$ cat src/rtl/sd_init_pkg.sv
package sd_init_pkg;

    typedef enum logic [1:0] {
        RSP_NONE    = 2'd0,
        RSP_48      = 2'd1,
        RSP_48_BUSY = 2'd2,
        RSP_136     = 2'd3
    } rsp_kind_e;

    typedef enum logic [3:0] {
        ST_RESET_CARD = 4'd0,
        ST_IF_COND    = 4'd1,
        ST_OPC_PFX    = 4'd2,
        ST_OPC        = 4'd3,
        ST_GET_ID     = 4'd4,
        ST_GET_ADDR   = 4'd5,
        ST_GET_SPEC   = 4'd6,
        ST_SELECT     = 4'd7,
        ST_CFG_PFX    = 4'd8,
        ST_CFG        = 4'd9,
        ST_WIDE_PFX   = 4'd10,
        ST_WIDE       = 4'd11
    } step_e;

    typedef enum logic [2:0] {
        FC_NONE     = 3'd0,
        FC_ENGINE   = 3'd1,
        FC_ECHO     = 3'd2,
        FC_TIMEOUT  = 3'd3,
        FC_SPEC_VER = 3'd4,
        FC_NO_WIDE  = 3'd5,
        FC_BLK_LEN  = 3'd6
    } fail_e;

    localparam logic [31:0] IF_COND_ARG = 32'h0000_01AA;
    localparam logic [31:0] OPC_ARG     = 32'h40FF_8000;
    localparam logic [31:0] CFG_ARG     = 32'hAAAA_AAAA;
    localparam logic [31:0] WIDE_ARG    = 32'h0000_0002;

    typedef struct packed {
        logic [5:0]  idx;
        logic [31:0] arg;
        rsp_kind_e   kind;
        logic        data;
    } cmd_t;

    function automatic cmd_t step_cmd(input step_e s, input logic [15:0] addr);
        cmd_t c;
        c = '{idx: 6'd0, arg: 32'd0, kind: RSP_48, data: 1'b0};
        case (s)
            ST_RESET_CARD: c.kind = RSP_NONE;
            ST_IF_COND:    begin c.idx = 6'd8;  c.arg = IF_COND_ARG; end
            ST_OPC_PFX, ST_CFG_PFX, ST_WIDE_PFX:
                           begin c.idx = 6'd55; c.arg = {addr, 16'h0000}; end
            ST_OPC:        begin c.idx = 6'd41; c.arg = OPC_ARG; end
            ST_GET_ID:     begin c.idx = 6'd2;  c.kind = RSP_136; end
            ST_GET_ADDR:   c.idx = 6'd3;
            ST_GET_SPEC:   begin c.idx = 6'd9;  c.arg = {addr, 16'h0000}; c.kind = RSP_136; end
            ST_SELECT:     begin c.idx = 6'd7;  c.arg = {addr, 16'h0000}; c.kind = RSP_48_BUSY; end
            ST_CFG:        begin c.idx = 6'd51; c.arg = CFG_ARG; c.data = 1'b1; end
            ST_WIDE:       begin c.idx = 6'd6;  c.arg = WIDE_ARG; end
            default:       c.kind = RSP_NONE;
        endcase
        return c;
    endfunction

    function automatic logic [63:0] flip_bytes(input logic [63:0] v);
        logic [63:0] r;
        for (int k = 0; k < 8; k++) begin
            r[8*(7-k) +: 8] = v[8*k +: 8];
        end
        return r;
    endfunction

endpackage

$ cat src/rtl/sd_init_timer.sv
module sd_init_timer #(
    parameter longint LIMIT = 1
) (
    input  logic clk,
    input  logic rst,
    input  logic clear,
    input  logic run,
    output logic expired
);
    localparam int W = (LIMIT < 2) ? 1 : $clog2(LIMIT + 1);
    localparam logic [W-1:0] LIM = W'(LIMIT);

    logic [W-1:0] cnt_q;

    assign expired = (cnt_q >= LIM);

    always_ff @(posedge clk) begin
        if (rst || clear) begin
            cnt_q <= '0;
        end else if (run && !expired) begin
            cnt_q <= cnt_q + 1'b1;
        end
    end

    // once reached, the limit stays reached until cleared
    p_expiry_holds_r5: assert property (@(posedge clk) disable iff (rst)
        (expired && !clear) |=> expired);

endmodule

$ cat src/rtl/sd_init_seq.sv
module sd_init_seq
    import sd_init_pkg::*;
#(
    parameter int CLK_HZ     = 100_000_000,
    parameter int TIMEOUT_US = 500_000
) (
    input  logic         clk,
    input  logic         rst,
    input  logic         start,
    output logic         busy,
    output logic         init_ok,
    output logic         init_fail,
    output logic [2:0]   fail_code,
    output logic [3:0]   fail_step,
    output logic         cmd_valid,
    output logic [5:0]   cmd_index,
    output logic [31:0]  cmd_arg,
    output logic [1:0]   cmd_rsp,
    output logic         cmd_data,
    input  logic         eng_done,
    input  logic         eng_err,
    input  logic [127:0] eng_rsp,
    output logic [15:0]  rca,
    output logic [31:0]  ocr,
    output logic [127:0] cid,
    output logic [127:0] csd,
    output logic [63:0]  scr,
    output logic         wide_bus
);
    localparam longint TIMEOUT_CYC = (longint'(CLK_HZ) / 64'd1_000_000) * longint'(TIMEOUT_US);
    localparam longint LIMIT_CYC   = (TIMEOUT_CYC < 1) ? 1 : TIMEOUT_CYC;

    step_e       step_q, nx_step;
    logic        busy_q, issue_q, ok_q, fail_q, wide_q;
    fail_e       code_q, fail_kind;
    logic [3:0]  fstep_q;
    logic [15:0] rca_q;
    logic [31:0] ocr_q;
    logic [127:0] cid_q, csd_q;
    logic [63:0] scr_q, scr_in;
    logic        fail_now, finish_now, expired;
    cmd_t        cur;

    sd_init_timer #(.LIMIT(LIMIT_CYC)) u_timer (
        .clk     (clk),
        .rst     (rst),
        .clear   (!busy_q),
        .run     (busy_q && (step_q == ST_OPC_PFX || step_q == ST_OPC)),
        .expired (expired)
    );

    assign cur    = step_cmd(step_q, rca_q);
    assign scr_in = flip_bytes(eng_rsp[63:0]);

    always_comb begin
        nx_step    = step_q;
        fail_now   = 1'b0;
        fail_kind  = FC_NONE;
        finish_now = 1'b0;
        if (eng_err) begin
            fail_now  = 1'b1;
            fail_kind = FC_ENGINE;
        end else begin
            case (step_q)
                ST_RESET_CARD: nx_step = ST_IF_COND;
                ST_IF_COND:
                    if (eng_rsp[11:0] != IF_COND_ARG[11:0]) begin
                        fail_now = 1'b1; fail_kind = FC_ECHO;
                    end else nx_step = ST_OPC_PFX;
                ST_OPC_PFX:  nx_step = ST_OPC;
                ST_OPC:
                    if (eng_rsp[31])  nx_step = ST_GET_ID;
                    else if (expired) begin fail_now = 1'b1; fail_kind = FC_TIMEOUT; end
                    else              nx_step = ST_OPC_PFX;
                ST_GET_ID:   nx_step = ST_GET_ADDR;
                ST_GET_ADDR: nx_step = ST_GET_SPEC;
                ST_GET_SPEC:
                    if (eng_rsp[127:126] != 2'b01) begin
                        fail_now = 1'b1; fail_kind = FC_SPEC_VER;
                    end else if (eng_rsp[83:80] != 4'd9) begin
                        fail_now = 1'b1; fail_kind = FC_BLK_LEN;
                    end else nx_step = ST_SELECT;
                ST_SELECT:   nx_step = ST_CFG_PFX;
                ST_CFG_PFX:  nx_step = ST_CFG;
                ST_CFG:
                    if (!scr_in[50]) begin fail_now = 1'b1; fail_kind = FC_NO_WIDE; end
                    else nx_step = ST_WIDE_PFX;
                ST_WIDE_PFX: nx_step = ST_WIDE;
                ST_WIDE:     finish_now = 1'b1;
                default:     begin fail_now = 1'b1; fail_kind = FC_ENGINE; end
            endcase
        end
    end

    always_ff @(posedge clk) begin
        if (rst) begin
            step_q  <= ST_RESET_CARD;
            busy_q  <= 1'b0;
            issue_q <= 1'b0;
            ok_q    <= 1'b0;
            fail_q  <= 1'b0;
            wide_q  <= 1'b0;
            code_q  <= FC_NONE;
            fstep_q <= '0;
            rca_q   <= '0;
            ocr_q   <= '0;
            cid_q   <= '0;
            csd_q   <= '0;
            scr_q   <= '0;
        end else if (!busy_q) begin
            if (start) begin
                busy_q  <= 1'b1;
                issue_q <= 1'b1;
                step_q  <= ST_RESET_CARD;
                ok_q    <= 1'b0;
                fail_q  <= 1'b0;
                wide_q  <= 1'b0;
                code_q  <= FC_NONE;
                fstep_q <= '0;
                rca_q   <= '0;
            end
        end else if (issue_q) begin
            issue_q <= 1'b0;
        end else if (eng_done) begin
            if (!eng_err) begin
                case (step_q)
                    ST_OPC:      if (eng_rsp[31]) ocr_q <= eng_rsp[31:0];
                    ST_GET_ID:   cid_q <= eng_rsp;
                    ST_GET_ADDR: rca_q <= eng_rsp[31:16];
                    ST_GET_SPEC: csd_q <= eng_rsp;
                    ST_CFG:      scr_q <= scr_in;
                    default: ;
                endcase
            end
            if (fail_now) begin
                busy_q  <= 1'b0;
                fail_q  <= 1'b1;
                code_q  <= fail_kind;
                fstep_q <= step_q;
            end else if (finish_now) begin
                busy_q <= 1'b0;
                ok_q   <= 1'b1;
                wide_q <= 1'b1;
            end else begin
                step_q  <= nx_step;
                issue_q <= 1'b1;
            end
        end
    end

    assign busy      = busy_q;
    assign init_ok   = ok_q;
    assign init_fail = fail_q;
    assign fail_code = code_q;
    assign fail_step = fstep_q;
    assign cmd_valid = busy_q && issue_q;
    assign cmd_index = cur.idx;
    assign cmd_arg   = cur.arg;
    assign cmd_rsp   = cur.kind;
    assign cmd_data  = cur.data;
    assign rca       = rca_q;
    assign ocr       = ocr_q;
    assign cid       = cid_q;
    assign csd       = csd_q;
    assign scr       = scr_q;
    assign wide_bus  = wide_q;

    // requests only while a sequence runs
    p_req_in_run_r11: assert property (@(posedge clk) disable iff (rst)
        cmd_valid |-> busy);
    // prefix carries the address in the upper half and a 48-bit response
    p_prefix_form_r3: assert property (@(posedge clk) disable iff (rst)
        (cmd_valid && cmd_index == 6'd55) |-> (cmd_arg[15:0] == 16'h0 && cmd_rsp == 2'd1));
    // interface-condition request carries voltage field and pattern
    p_if_cond_arg_r2: assert property (@(posedge clk) disable iff (rst)
        (cmd_valid && cmd_index == 6'd8) |-> (cmd_arg == 32'h0000_01AA));
    // success implies wide bus and excludes failure
    p_ok_is_wide_r10: assert property (@(posedge clk) disable iff (rst)
        init_ok |-> (wide_bus && !init_fail));
    // a failed run issues nothing further
    p_fail_halts_r11: assert property (@(posedge clk) disable iff (rst)
        (init_fail && !start) |=> !cmd_valid);

endmodule

$ cat config.mk
export PLATFORM = sky130hd
export DESIGN_NAME = sd_init_seq
export DESIGN_NICKNAME = d
export VERILOG_FILES = /design/src/rtl/sd_init_pkg.sv /design/src/rtl/sd_init_timer.sv /design/src/rtl/sd_init_seq.sv
export SDC_FILE = /design/constraint.sdc
export NUM_CORES = 1
export LEC_CHECK = 0
export ABC_AREA = 1
export BUFFER_PORTS_ARGS = -buffer_cell sky130_fd_sc_hd__buf_2
export CAP_MARGIN = 10
export CORE_AREA = 2 2 217 219
export CTS_BUF_LIST = sky130_fd_sc_hd__clkbuf_16
export CTS_CLUSTER_SIZE = 8
export DETAILED_ROUTE_END_ITERATION = 12
export DIE_AREA = 0 0 219 221
export PLACE_DENSITY = 0.66
export REMOVE_ABC_BUFFERS = 1
export SLEW_MARGIN = 25
export SYNTH_ARGS = -nofsm -noshare
export SYNTH_HDL_FRONTEND = slang
export SYNTH_HIERARCHICAL = 1
export SYNTH_SLANG_ARGS = --single-unit
$ cat constraint.sdc
create_clock -name clk -period 3.1 [get_ports clk]
set_clock_uncertainty 0.1 [all_clocks]
set_input_delay 0.155 -clock clk [delete_from_list [all_inputs] [get_ports clk]]
set_output_delay 0.155 -clock clk [all_outputs]
set_load 0.03 [all_outputs]
==> results.cfg <==
[worst_setup_path]
cp_max_fo = 9
reg2reg_to = fail_step[0]$_SDFFE_PP0P_
end_kind = primary output
cp.required_ns = 2.84
path_common_cell = nor2_2
path_buf_inv = 2
crit_family = simple AND/OR/NAND/NOR gates
crit_path_max_incr_delay_ns = 0.58
r2r_start = u_timer/cnt_q[21]$_SDFFE_PP0P_
r2r_slack_ns = 0.53
cp-start-kind = flop
crit_arrival_ns = 2.52
crit_chain = nor2_2 > nand2_4 > inv_2 > nor2_2 > o21ai_0 > buf_2
critPathSlowestCell = dfxtp_1
r2r_cells = 16
path_class = reg2out

[sta]
worstMarginPinSlew_ns = 0.725
slew_headroom_pct = 51.7
finalHoldViolCount = 0
fmax_ghz = 0.361
tns_ns = 0
rsz0062_at_grt = no
finalCritPeriodShare_pct = 89.5
fin_crit_ns = 2.77
slew_viol_final = 0
setup_violations = 0

[final_layout]
drive_gt1_share_pct = 27.1
final_nets = 2843
syn2layout_area_growth_pct = 36.7
finalInstanceArea_sq_um = 21800
instances_no_fill = 3324

[grt]
grt_max_degree = 140
grt_overflow_total = 0
grt_pass1_vias = 15400
antenna_found_initial = 2
track_usage_pct = 22.8
grt_pass1_wl_microns = 87100

[drt]
ant_nets = 0
route.vias.total = 16300
totalWireLength_microns = 58200
drc = 0
vias_per_cell = 4.91
wl_per_cell_microns = 17.5
drt_pass1_iterations = 8
drt_iter0_markers = 1108

[worst_hold_path]
min_path_type = in2reg
holdPathStages = 4
holdPathEnd = csd[68]$_SDFFE_PP0P_
min_from = eng_rsp[68]

[cts]
cts_tree = yes
path_clk_slew_ns = 0.05
cts.htree.levels = 2
cts-buffers-inserted = 57
clock_path_buffers = 3
root_buffer = clkbuf_16
clock-sinks = 409
insertion_delay_ns = 0.59

[synthesis]
synthArstFlopShare_pct = 0
synth_cell_types = 41
synth_common_cells = nor2_1, dfxtp_1, o21ai_0
avgSynthCellArea_sq_um = 7.66
syn_inst = 2082
ys.warnings.count = 6
yosysMostFrequentCell = nor2_1
synth-seq-area-share_pct = 51.4
synth_edf_count = 0
synth_seq_cells = 409
yosysTopAreaCell = dfxtp_1
synthTopCellsByArea = dfxtp_1, nor2_1, o21ai_0
yosysTopAreaCellShare_pct = 51.4
ys.flop_type = dfxtp_1
netlist_area_sq_um = 15900

[floorplanning]
coreArea_sq_um = 46100
start_util_pct = 34.6
num_rows = 79
die_w_microns = 219
io_pins = 554
die_h_microns = 221
dieArea_sq_um = 48400

[placement]
place_inst = 3124
hpwl_microns = 38800
placed_area_sq_um = 18900
port_buffers = 546
globalplace.congestion = 0.905

[power]
ir_drop_uv = 441
totalPowerFinal_mw = 12.0
p_leak_nw = 10.5
powerDensity_nw_per_um2 = 548

[job]
drv_cap = 0

[outcome]
outcome = complete, no violations
## cell usage in the layout (no fill, tap or decap), drive strengths merged, types with 2 or more instances in the layout
| cell | netlist | final |
|---|---|---|
| nand3 | 57 | 57 |
| conb | 1 | 7 |
| dfxtp | 409 | 409 |
| clkinv | 1 | 5 |
| inv | 110 | 115 |
| o21ai | 373 | 373 |
| nor2 | 733 | 733 |
| nor3 | 8 | 8 |
| a211oi | 17 | 17 |
| buf | 85 | 572 |
| nand4 | 3 | 3 |
| diode | 0 | 2 |
| dlygate4sd3 | 0 | 132 |
| ha | 2 | 2 |
| nand2 | 133 | 133 |
| a21oi | 82 | 82 |
| clkbuf | 58 | 57 |
| nand3b | 2 | 2 |
## power breakdown
part	internal, mW	switching, mW
registers	5.33	0.0469
logic	0.372	0.727
clock network	3.23	2.25
## cell families (layout without fill, tap and decap cells)
group | after synthesis | in the layout | share of synthesized area, %
and+or+nand+nor | 938 | 938 | 24.7
AOI/OAI and AO/OA | 477 | 477 | 15.9
DFF | 409 | 409 | 51.4
buffers and inverters | 254 | 881 | 7.85
adders and majority gates | 2 | 2 | 0.157
other | 1 | 9 | 0.0235
xor gates and xnor gates | 1 | 1 | 0.0550
## per-stage QoR
step                      hold slack [ns]  utilization, %  setup WS, ns
after floorplan                     0.124               -         -1.42
after global placement              0.293            41.1         0.548
after detailed placement            0.299            41.1         0.543
after CTS                           0.178            47.3         0.271
after global routing                0.223            47.3         0.170
final                               0.215            47.3         0.326
## metal layers
layer	up-vias	track usage, %	wire length, microns
met2	721	39.0	27600
met1	7595	26.6	23400
met3	138	5.79	4710
met4	0	10.3	2520
li1	7873	-	-
met5	-	0	0
## worst max path at each step
stage	from	end	slack (ns)	depth (start not counted)
after CTS	step_q[2]$_SDFFE_PP0P_	cmd_arg[23]	0.27	6
after global routing	step_q[2]$_SDFFE_PP0P_	cmd_arg[23]	0.17	6
after detailed placement	u_timer/cnt_q[21]$_SDFFE_PP0P_	fail_step[0]$_SDFFE_PP0P_	0.54	16
final	step_q[2]$_SDFFE_PP0P_	cmd_arg[23]	0.33	6
after floorplan	rst	cid[0]$_SDFFE_PP0P_	-1.42	3
after global placement	step_q[2]$_SDFFE_PP0P_	cmd_arg[23]	0.55	6
## registers in the layout, indices dropped and copies added, names as in the netlist, 3 cells and up
register	flops
cid	128
csd	128
ocr	32
step_q	4
scr	64
fail_step	4
rca	16
u_timer/cnt_q	26
fail_code	3
## worst min-delay path, stage by stage
cell,delay [ns]
dlygate4sd3_1,0.52
buf_2,0.10
nor2_1,0.04
nor2_1,0.08
## cell type report
class                   count  area, sq um
fillers                  4455        24300
flip-flops and latches    409         8190
multi-input cells        1425         6540
repair buffers            704         4350
clock buffers              57         1430
well taps                 607          759
inverters                 111          434
clock inverters             9         98.8
diodes                      2         5.00
## timing repair
action,in CTS,in global routing
buffers inserted,0,0
setup endpoints to repair,2,0
resized for setup,1,0
hold endpoints to repair,380,0
hold buffers,132,0
No activity file was read; power rests on OpenSTA's default activity.
